## src/rtl/frst_pkg.sv

```systemverilog
package frst_pkg;

  typedef enum logic [3:0] {
    S_IDLE, S_PRE_WR, S_PRE_RD, S_PRE_GAP,
    S_Q_RD, S_Q_GAP, S_CTL_RD, S_CTL_WR, S_FIN
  } frst_state_e;

  typedef enum logic [1:0] {
    FRST_OK     = 2'd0,
    FRST_QTMO   = 2'd1,
    FRST_PRETMO = 2'd2
  } frst_status_e;

  localparam logic [11:0] PRE_STAT_OFS = 12'h100;
  localparam int          TP_BIT       = 21;  // Device Status bit 5 in the upper half
  localparam logic [15:0] INIT_RST     = 16'h8000;

  function automatic logic pre_pending(input logic [31:0] d);
    return d[0];
  endfunction

  function automatic logic tx_pending(input logic [31:0] d);
    return d[TP_BIT];
  endfunction

  // status half written as zero so its write-one-to-clear bits are untouched
  function automatic logic [31:0] devctl_merge(input logic [31:0] d);
    return {16'h0000, d[15:0] | INIT_RST};
  endfunction

  function automatic logic [11:0] devctl_addr(input logic [11:0] cap);
    return cap + 12'h008;
  endfunction

endpackage

```

## src/rtl/frst_tmr.sv

```systemverilog
module frst_tmr #(
  parameter int W = 16
) (
  input  logic         clk,
  input  logic         rst_n,
  input  logic         clr,
  output logic [W-1:0] cnt
);
  always_ff @(posedge clk or negedge rst_n) begin
    if (!rst_n)          cnt <= '0;
    else if (clr)        cnt <= '0;
    else if (cnt != '1)  cnt <= cnt + 1'b1;
  end
endmodule

```

## src/rtl/frst_gap.sv

```systemverilog
module frst_gap #(
  parameter int W = 8
) (
  input  logic         clk,
  input  logic         rst_n,
  input  logic         load,
  input  logic [W-1:0] val,
  input  logic         run,
  output logic         zero
);
  logic [W-1:0] cnt;

  always_ff @(posedge clk or negedge rst_n) begin
    if (!rst_n)                 cnt <= '0;
    else if (load)              cnt <= val;
    else if (run && cnt != '0)  cnt <= cnt - 1'b1;
  end

  assign zero = (cnt == '0);
endmodule

```

## src/rtl/frst_ctrl.sv

```systemverilog
module frst_ctrl
  import frst_pkg::*;
(
  input  logic        clk,
  input  logic        rst_n,
  input  logic        start,
  input  logic        ack,
  input  logic        pre_bit,
  input  logic        tp_bit,
  input  logic        tmo,
  input  logic        gap_zero,
  output frst_state_e state,
  output logic        accept,
  output logic        tmr_clr,
  output logic        gap_load,
  output logic        poll_retry,
  output logic        pre_clear,
  output logic        pre_abort,
  output logic        qto_hit
);
  frst_state_e nxt;

  always_comb begin
    nxt        = state;
    accept     = 1'b0;
    tmr_clr    = 1'b0;
    gap_load   = 1'b0;
    poll_retry = 1'b0;
    pre_clear  = 1'b0;
    pre_abort  = 1'b0;
    qto_hit    = 1'b0;
    case (state)
      S_IDLE:    if (start) begin nxt = S_PRE_WR; accept = 1'b1; end
      S_PRE_WR:  if (ack) begin nxt = S_PRE_RD; tmr_clr = 1'b1; end
      S_PRE_RD:
        if (ack) begin
          if (!pre_bit) begin
            nxt = S_Q_RD; tmr_clr = 1'b1; pre_clear = 1'b1;
          end else if (tmo) begin
            nxt = S_FIN; pre_abort = 1'b1;
          end else begin
            nxt = S_PRE_GAP; gap_load = 1'b1; poll_retry = 1'b1;
          end
        end
      S_PRE_GAP: if (gap_zero) nxt = S_PRE_RD;
      S_Q_RD:
        if (ack) begin
          if (!tp_bit) begin
            nxt = S_CTL_RD;
          end else if (tmo) begin
            nxt = S_CTL_RD; qto_hit = 1'b1;
          end else begin
            nxt = S_Q_GAP; gap_load = 1'b1; poll_retry = 1'b1;
          end
        end
      S_Q_GAP:   if (gap_zero) nxt = S_Q_RD;
      S_CTL_RD:  if (ack) nxt = S_CTL_WR;
      S_CTL_WR:  if (ack) nxt = S_FIN;
      S_FIN:     nxt = S_IDLE;
      default:   nxt = S_IDLE;
    endcase
  end

  always_ff @(posedge clk or negedge rst_n) begin
    if (!rst_n) state <= S_IDLE;
    else        state <= nxt;
  end
endmodule

```

## src/rtl/frst_seq.sv

```systemverilog
module frst_seq
  import frst_pkg::*;
#(
  parameter int          FN_W        = 8,
  parameter int          TMR_W       = 16,
  parameter int          GAP_W       = 8,
  parameter int          PRE_TIMEOUT = 4096,
  parameter logic [11:0] CAP_OFS     = 12'h070
) (
  input  logic             clk,
  input  logic             rst_n,
  input  logic             cmd_start,
  input  logic [FN_W-1:0]  cmd_func,
  output logic             cmd_busy,
  output logic             cmd_done,
  output logic [1:0]       cmd_status,
  output logic             quiesce_tmo,
  input  logic [TMR_W-1:0] cfg_quiesce_limit,
  input  logic [GAP_W-1:0] cfg_poll_gap,
  output logic             reg_req,
  output logic             reg_wr,
  output logic             reg_cfg_space,
  output logic [FN_W-1:0]  reg_func,
  output logic [11:0]      reg_addr,
  output logic [31:0]      reg_wdata,
  input  logic             reg_ack,
  input  logic [31:0]      reg_rdata
);
  localparam logic [TMR_W-1:0] PRE_LIM  = TMR_W'(PRE_TIMEOUT);
  localparam logic [11:0]      CTL_ADDR = devctl_addr(CAP_OFS);

  frst_state_e  state;
  frst_status_e status_q;
  logic [FN_W-1:0]  func_q;
  logic [31:0]      ctl_q;
  logic [TMR_W-1:0] tmr_cnt, tmr_lim;
  logic accept, tmr_clr, gap_load, poll_retry, pre_clear, pre_abort, qto_hit;
  logic gap_zero, gap_run, in_pre, tmo, qto_q;

  assign in_pre  = state inside {S_PRE_WR, S_PRE_RD, S_PRE_GAP};
  assign tmr_lim = in_pre ? PRE_LIM : cfg_quiesce_limit;
  assign tmo     = (tmr_cnt >= tmr_lim);
  assign gap_run = state inside {S_PRE_GAP, S_Q_GAP};

  frst_ctrl u_ctrl (
    .clk, .rst_n,
    .start      (cmd_start),
    .ack        (reg_ack),
    .pre_bit    (pre_pending(reg_rdata)),
    .tp_bit     (tx_pending(reg_rdata)),
    .tmo        (tmo),
    .gap_zero   (gap_zero),
    .state      (state),
    .accept     (accept),
    .tmr_clr    (tmr_clr),
    .gap_load   (gap_load),
    .poll_retry (poll_retry),
    .pre_clear  (pre_clear),
    .pre_abort  (pre_abort),
    .qto_hit    (qto_hit)
  );

  frst_tmr #(.W(TMR_W)) u_tmr (
    .clk, .rst_n, .clr(tmr_clr), .cnt(tmr_cnt)
  );

  frst_gap #(.W(GAP_W)) u_gap (
    .clk, .rst_n, .load(gap_load), .val(cfg_poll_gap), .run(gap_run), .zero(gap_zero)
  );

  always_ff @(posedge clk or negedge rst_n) begin
    if (!rst_n) begin
      func_q   <= '0;
      ctl_q    <= '0;
      status_q <= FRST_OK;
      qto_q    <= 1'b0;
    end else begin
      if (accept) begin
        func_q   <= cmd_func;
        status_q <= FRST_OK;
        qto_q    <= 1'b0;
      end
      if (qto_hit) begin
        qto_q    <= 1'b1;
        status_q <= FRST_QTMO;
      end
      if (pre_abort) status_q <= FRST_PRETMO;
      if (state == S_CTL_RD && reg_ack) ctl_q <= reg_rdata;
    end
  end

  assign cmd_busy      = (state != S_IDLE);
  assign cmd_done      = (state == S_FIN);
  assign cmd_status    = status_q;
  assign quiesce_tmo   = qto_q;
  assign reg_req       = state inside {S_PRE_WR, S_PRE_RD, S_Q_RD, S_CTL_RD, S_CTL_WR};
  assign reg_wr        = state inside {S_PRE_WR, S_CTL_WR};
  assign reg_cfg_space = state inside {S_Q_RD, S_CTL_RD, S_CTL_WR};
  assign reg_func      = func_q;
  assign reg_addr      = reg_cfg_space ? CTL_ADDR : PRE_STAT_OFS;
  assign reg_wdata     = (state == S_CTL_WR) ? devctl_merge(ctl_q) :
                         (state == S_PRE_WR) ? 32'h0000_0001 : 32'h0;
endmodule

```

## config.mk

```make
export PLATFORM = sky130hd
export DESIGN_NAME = frst_seq
export DESIGN_NICKNAME = d
export VERILOG_FILES = /design/src/rtl/frst_pkg.sv /design/src/rtl/frst_tmr.sv /design/src/rtl/frst_gap.sv /design/src/rtl/frst_ctrl.sv /design/src/rtl/frst_seq.sv
export SDC_FILE = /design/constraint.sdc
export NUM_CORES = 1
export LEC_CHECK = 0
export ABC_CLOCK_PERIOD_IN_PS = 3300
export CAP_MARGIN = 20
export CORE_ASPECT_RATIO = 1.25
export CORE_MARGIN = 3
export CORE_UTILIZATION = 35
export CTS_BUF_LIST = sky130_fd_sc_hd__clkbuf_8
export CTS_CLUSTER_DIAMETER = 150
export DETAILED_ROUTE_END_ITERATION = 12
export PLACE_DENSITY = 0.68
export SETUP_SLACK_MARGIN = 0.05
export SYNTH_ARGS = -nofsm -noshare
export SYNTH_HDL_FRONTEND = slang
export SYNTH_SLANG_ARGS = --single-unit
```

## constraint.sdc

```tcl
create_clock -name clk -period 3.3 [get_ports clk]
set_clock_uncertainty 0.15 [all_clocks]
set_input_delay 0.66 -clock clk [delete_from_list [all_inputs] [get_ports clk]]
set_output_delay 0.66 -clock clk [all_outputs]
set_load 0.005 [all_outputs]
```

==> results.py <==
metrics = {
    "outcome": {
        "status": "finished clean",
    },
    "sta": {
        "period_share_pct": 95.4,
        "drv_slew": 0,
        "rsz0062_at_grt": "yes",
        "tightest_slew_ns": 0.723,
        "post-route-min-period_ns": 3.15,
        "slew_headroom_pct": 51.7,
        "worst_slack_ns": 0.151,
        "setup_viol": 0,
        "final-hold-violation-count": 0,
        "clock.fmax_mhz": 318,
        "tns_ns": 0,
    },
    "synth": {
        "ys_types": 52,
        "syn_area_um2": 3410,
        "avgSynthCellArea_um2": 9.96,
        "synth_edf_count": 0,
        "synthFlopType": "dfrtp_1",
        "synth-async-reset-ratio_pct": 100,
        "ys_seq_elements": 54,
        "yosysWarnings": 0,
        "synth-seq-area-share_pct": 39.7,
        "synth_cells": 342,
    },
    "power_and_ir_drop": {
        "pwr-share-seq_pct": 33.1,
        "combPwrFrac_pct": 56.6,
        "clkPwrFrac_pct": 10.3,
        "sw_frac_of_total_pct": 37.2,
        "total_leakage_power_nw": 2.01,
        "powerDensity_nw_per_um2": 824,
        "p_total_mw": 3.70,
        "p_int_mw": 2.33,
        "p_sw_mw": 1.38,
        "peakVddDrop_uv": 315,
    },
    "global_route": {
        "track_usage_pct": 14.3,
        "grt_pass1_vias": 2791,
        "antenna_found_initial": 0,
        "grt_pass1_wl_um": 12600,
        "grt_max_degree": 28,
        "overflow": 0,
    },
    "routing": {
        "drc": 0,
        "via_per_inst": 4.85,
        "ant_nets": 0,
        "via_count": 2711,
        "drt-initial-drc-count": 123,
        "firstDrtPassIters": 4,
        "avgRoutedWirePerCell_um": 13.8,
        "wl_um": 7700,
    },
    "placement": {
        "pre_cts_slack_ns": -0.216,
        "placed_area_um2": 4380,
        "dp_hpwl_um": 5980,
        "place_congestion": 0.843,
        "port_buffers": 88,
    },
    "worst_setup_path": {
        "worst_ep_arrival_time_ns": 3.19,
        "cp.required_ns": 3.34,
        "critPathKind": "input port to flop",
        "crit_path_max_fanout": 5,
        "end_kind": "flop",
        "worstSetupStartpointType": "input port",
    },
    "clock_network": {
        "cts_tree": "built",
        "cts_setup_buffers": 0,
        "htreeDepth": 2,
        "cts_root_buf": "clkbuf_8",
        "clock_latency_ns": 0.30,
        "cts.sinks": 54,
        "clk_path_buf_depth": 2,
        "numCtsBuffers": 5,
        "path_clk_slew_ns": 0.10,
    },
    "final_layout": {
        "antennaDiodeCount": 0,
        "final_cell_area_um2": 4500,
        "final_cell_mix": "clkdlybuf4s50_1, dfrtp_1, nand2_1",
        "fillers": 885,
        "postLayoutCoreUtil_pct": 48.3,
        "drive_above_1_share_pct": 16.3,
        "final_common_cell": "clkdlybuf4s50_1",
        "area_growth_pct": 32.1,
        "final_nets": 522,
    },
    "floorplan": {
        "coreArea_um2": 9320,
        "pin_count": 128,
        "start_util_pct": 36.5,
        "fp-row-count": 39,
        "die_w_um": 94.2,
        "die_h_um": 116,
        "dieArea_um2": 11000,
    },
    "worst_hold_path": {
        "hp-class": "flop to flop",
    },
    "run": {
        "cap_viol_max_count": 0,
    },
}
## sequential cells by signal, indices dropped and copies added (netlist names)
signal / flops
quiesce_tmo: 1
reg_func: 8
u_tmr.cnt: 16
u_gap.cnt: 8
cmd_status: 2
u_ctrl.state: 4
ctl_q: 15
## cell type report
class | count | area (um^2) | area share [%]
Multi-Input combinational cell | 262 | 1880 | 41.8
Clock inverter | 2 | 8.76 | 0.195
Sequential cell | 54 | 1350 | 30.0
Inverter | 11 | 41.3 | 0.918
Timing Repair Buffer | 101 | 980 | 21.8
Clock buffer | 6 | 82.6 | 1.84
Tap cell | 123 | 154 | 3.42
## path summary, 6_finish.rpt
path                                 startpoint      endpoint  slack [ns]  cells past startpoint
max                        cfg_quiesce_limit[0]  u_gap.cnt[2]        0.15                      9
min                                    ctl_q[8]      ctl_q[8]        0.35                      1
max reg2reg                     u_ctrl.state[0]  u_gap.cnt[2]        0.21                      9
min reg2reg                            ctl_q[8]      ctl_q[8]        0.35                      1
max in group asynchronous                 rst_n   reg_func[3]        1.95                      3
min in group asynchronous                 rst_n  u_gap.cnt[4]        0.51                      2
## per-stage QoR
stage,hold slack [ns],cells
detailed placement,0.309,549
CTS,0.360,558
floorplan,0.214,364
global placement,0.308,549
global route,0.376,559
finish,0.354,559
## routing by layer
metal / vias to the layer above / share of wire, % / global-route usage, %
met1: 1313 / 41 / 17.2
met4: 0 / 1.0 / 3.66
met3: 7 / 5.2 / 3.35
met2: 72 / 52 / 25.5
li1: 1319 / - / -
met5: - / 0 / 0
## cell families (layout without fill, tap and decap cells)
family | after synthesis | count (layout) | share of synthesized area, %
adder cells (fa/ha/maj) | 19 | 19 | 6.98
XOR/XNOR | 18 | 18 | 4.63
flip-flops | 54 | 54 | 39.7
AO/OA/AOI/OAI | 40 | 40 | 8.93
buffers and inverters | 49 | 120 | 9.11
other | 1 | 23 | 0.110
AND/OR/NAND/NOR | 130 | 131 | 19.7
multiplexers | 31 | 31 | 10.8
## timing repair
action,in CTS,in global routing
hold buffers,1,0
pin swaps,0,2
endpoints found under the setup margin,12,7
cloned,0,1
endpoints found under the hold margin,1,0
gates resized for setup,1,3
## cells in the mapped netlist (2+ instances only)
library cell	n	area, um^2
nand4_1	5	31.3
or3_4	2	22.5
nand2b_1	3	18.8
clkbuf_1	8	30.0
xor2_1	12	105
buf_6	2	22.5
and3_1	2	12.5
nand3_1	18	90.1
dfrtp_1	54	1350
mux2i_1	2	20.0
mux2_4	6	90.1
nor2_1	26	97.6
o21ai_0	5	25.0
nor3_1	8	40.0
a21o_1	2	15.0
and2_1	17	106
nand2_1	30	113
xnor2_1	6	52.6
mux2_2	23	259
inv_1	11	41.3
a21oi_1	12	60.1
nor2b_1	6	37.5
nor4_1	2	12.5
ha_1	19	238
buf_4	27	203
a31oi_1	3	18.8
or2_2	4	25.0
a211oi_1	3	22.5
## critical path, stage by stage
cell and delay, ns:
clkdlybuf4s50_1 0.39, and2_1 0.15, ha_1 0.26, nand2b_4 0.15
a2111oi_4 0.29, a2111oi_2 0.06, or4_4 0.46, or3_4 0.45
mux2_4 0.32
## power by group through the flow
stage | sequential, mW | clock, mW | combinational, mW
4_1_cts | 1.23 | 0.401 | 2.10
2_1_floorplan | 1.19 | 0 | 1.42
3_5_place_dp | 1.24 | 0 | 2.08
3_3_place_gp | 1.22 | 0 | 2.03
5_1_grt | 1.27 | 0.422 | 2.34
6_report | 1.23 | 0.382 | 2.09
(Power assumes the default switching activity.)
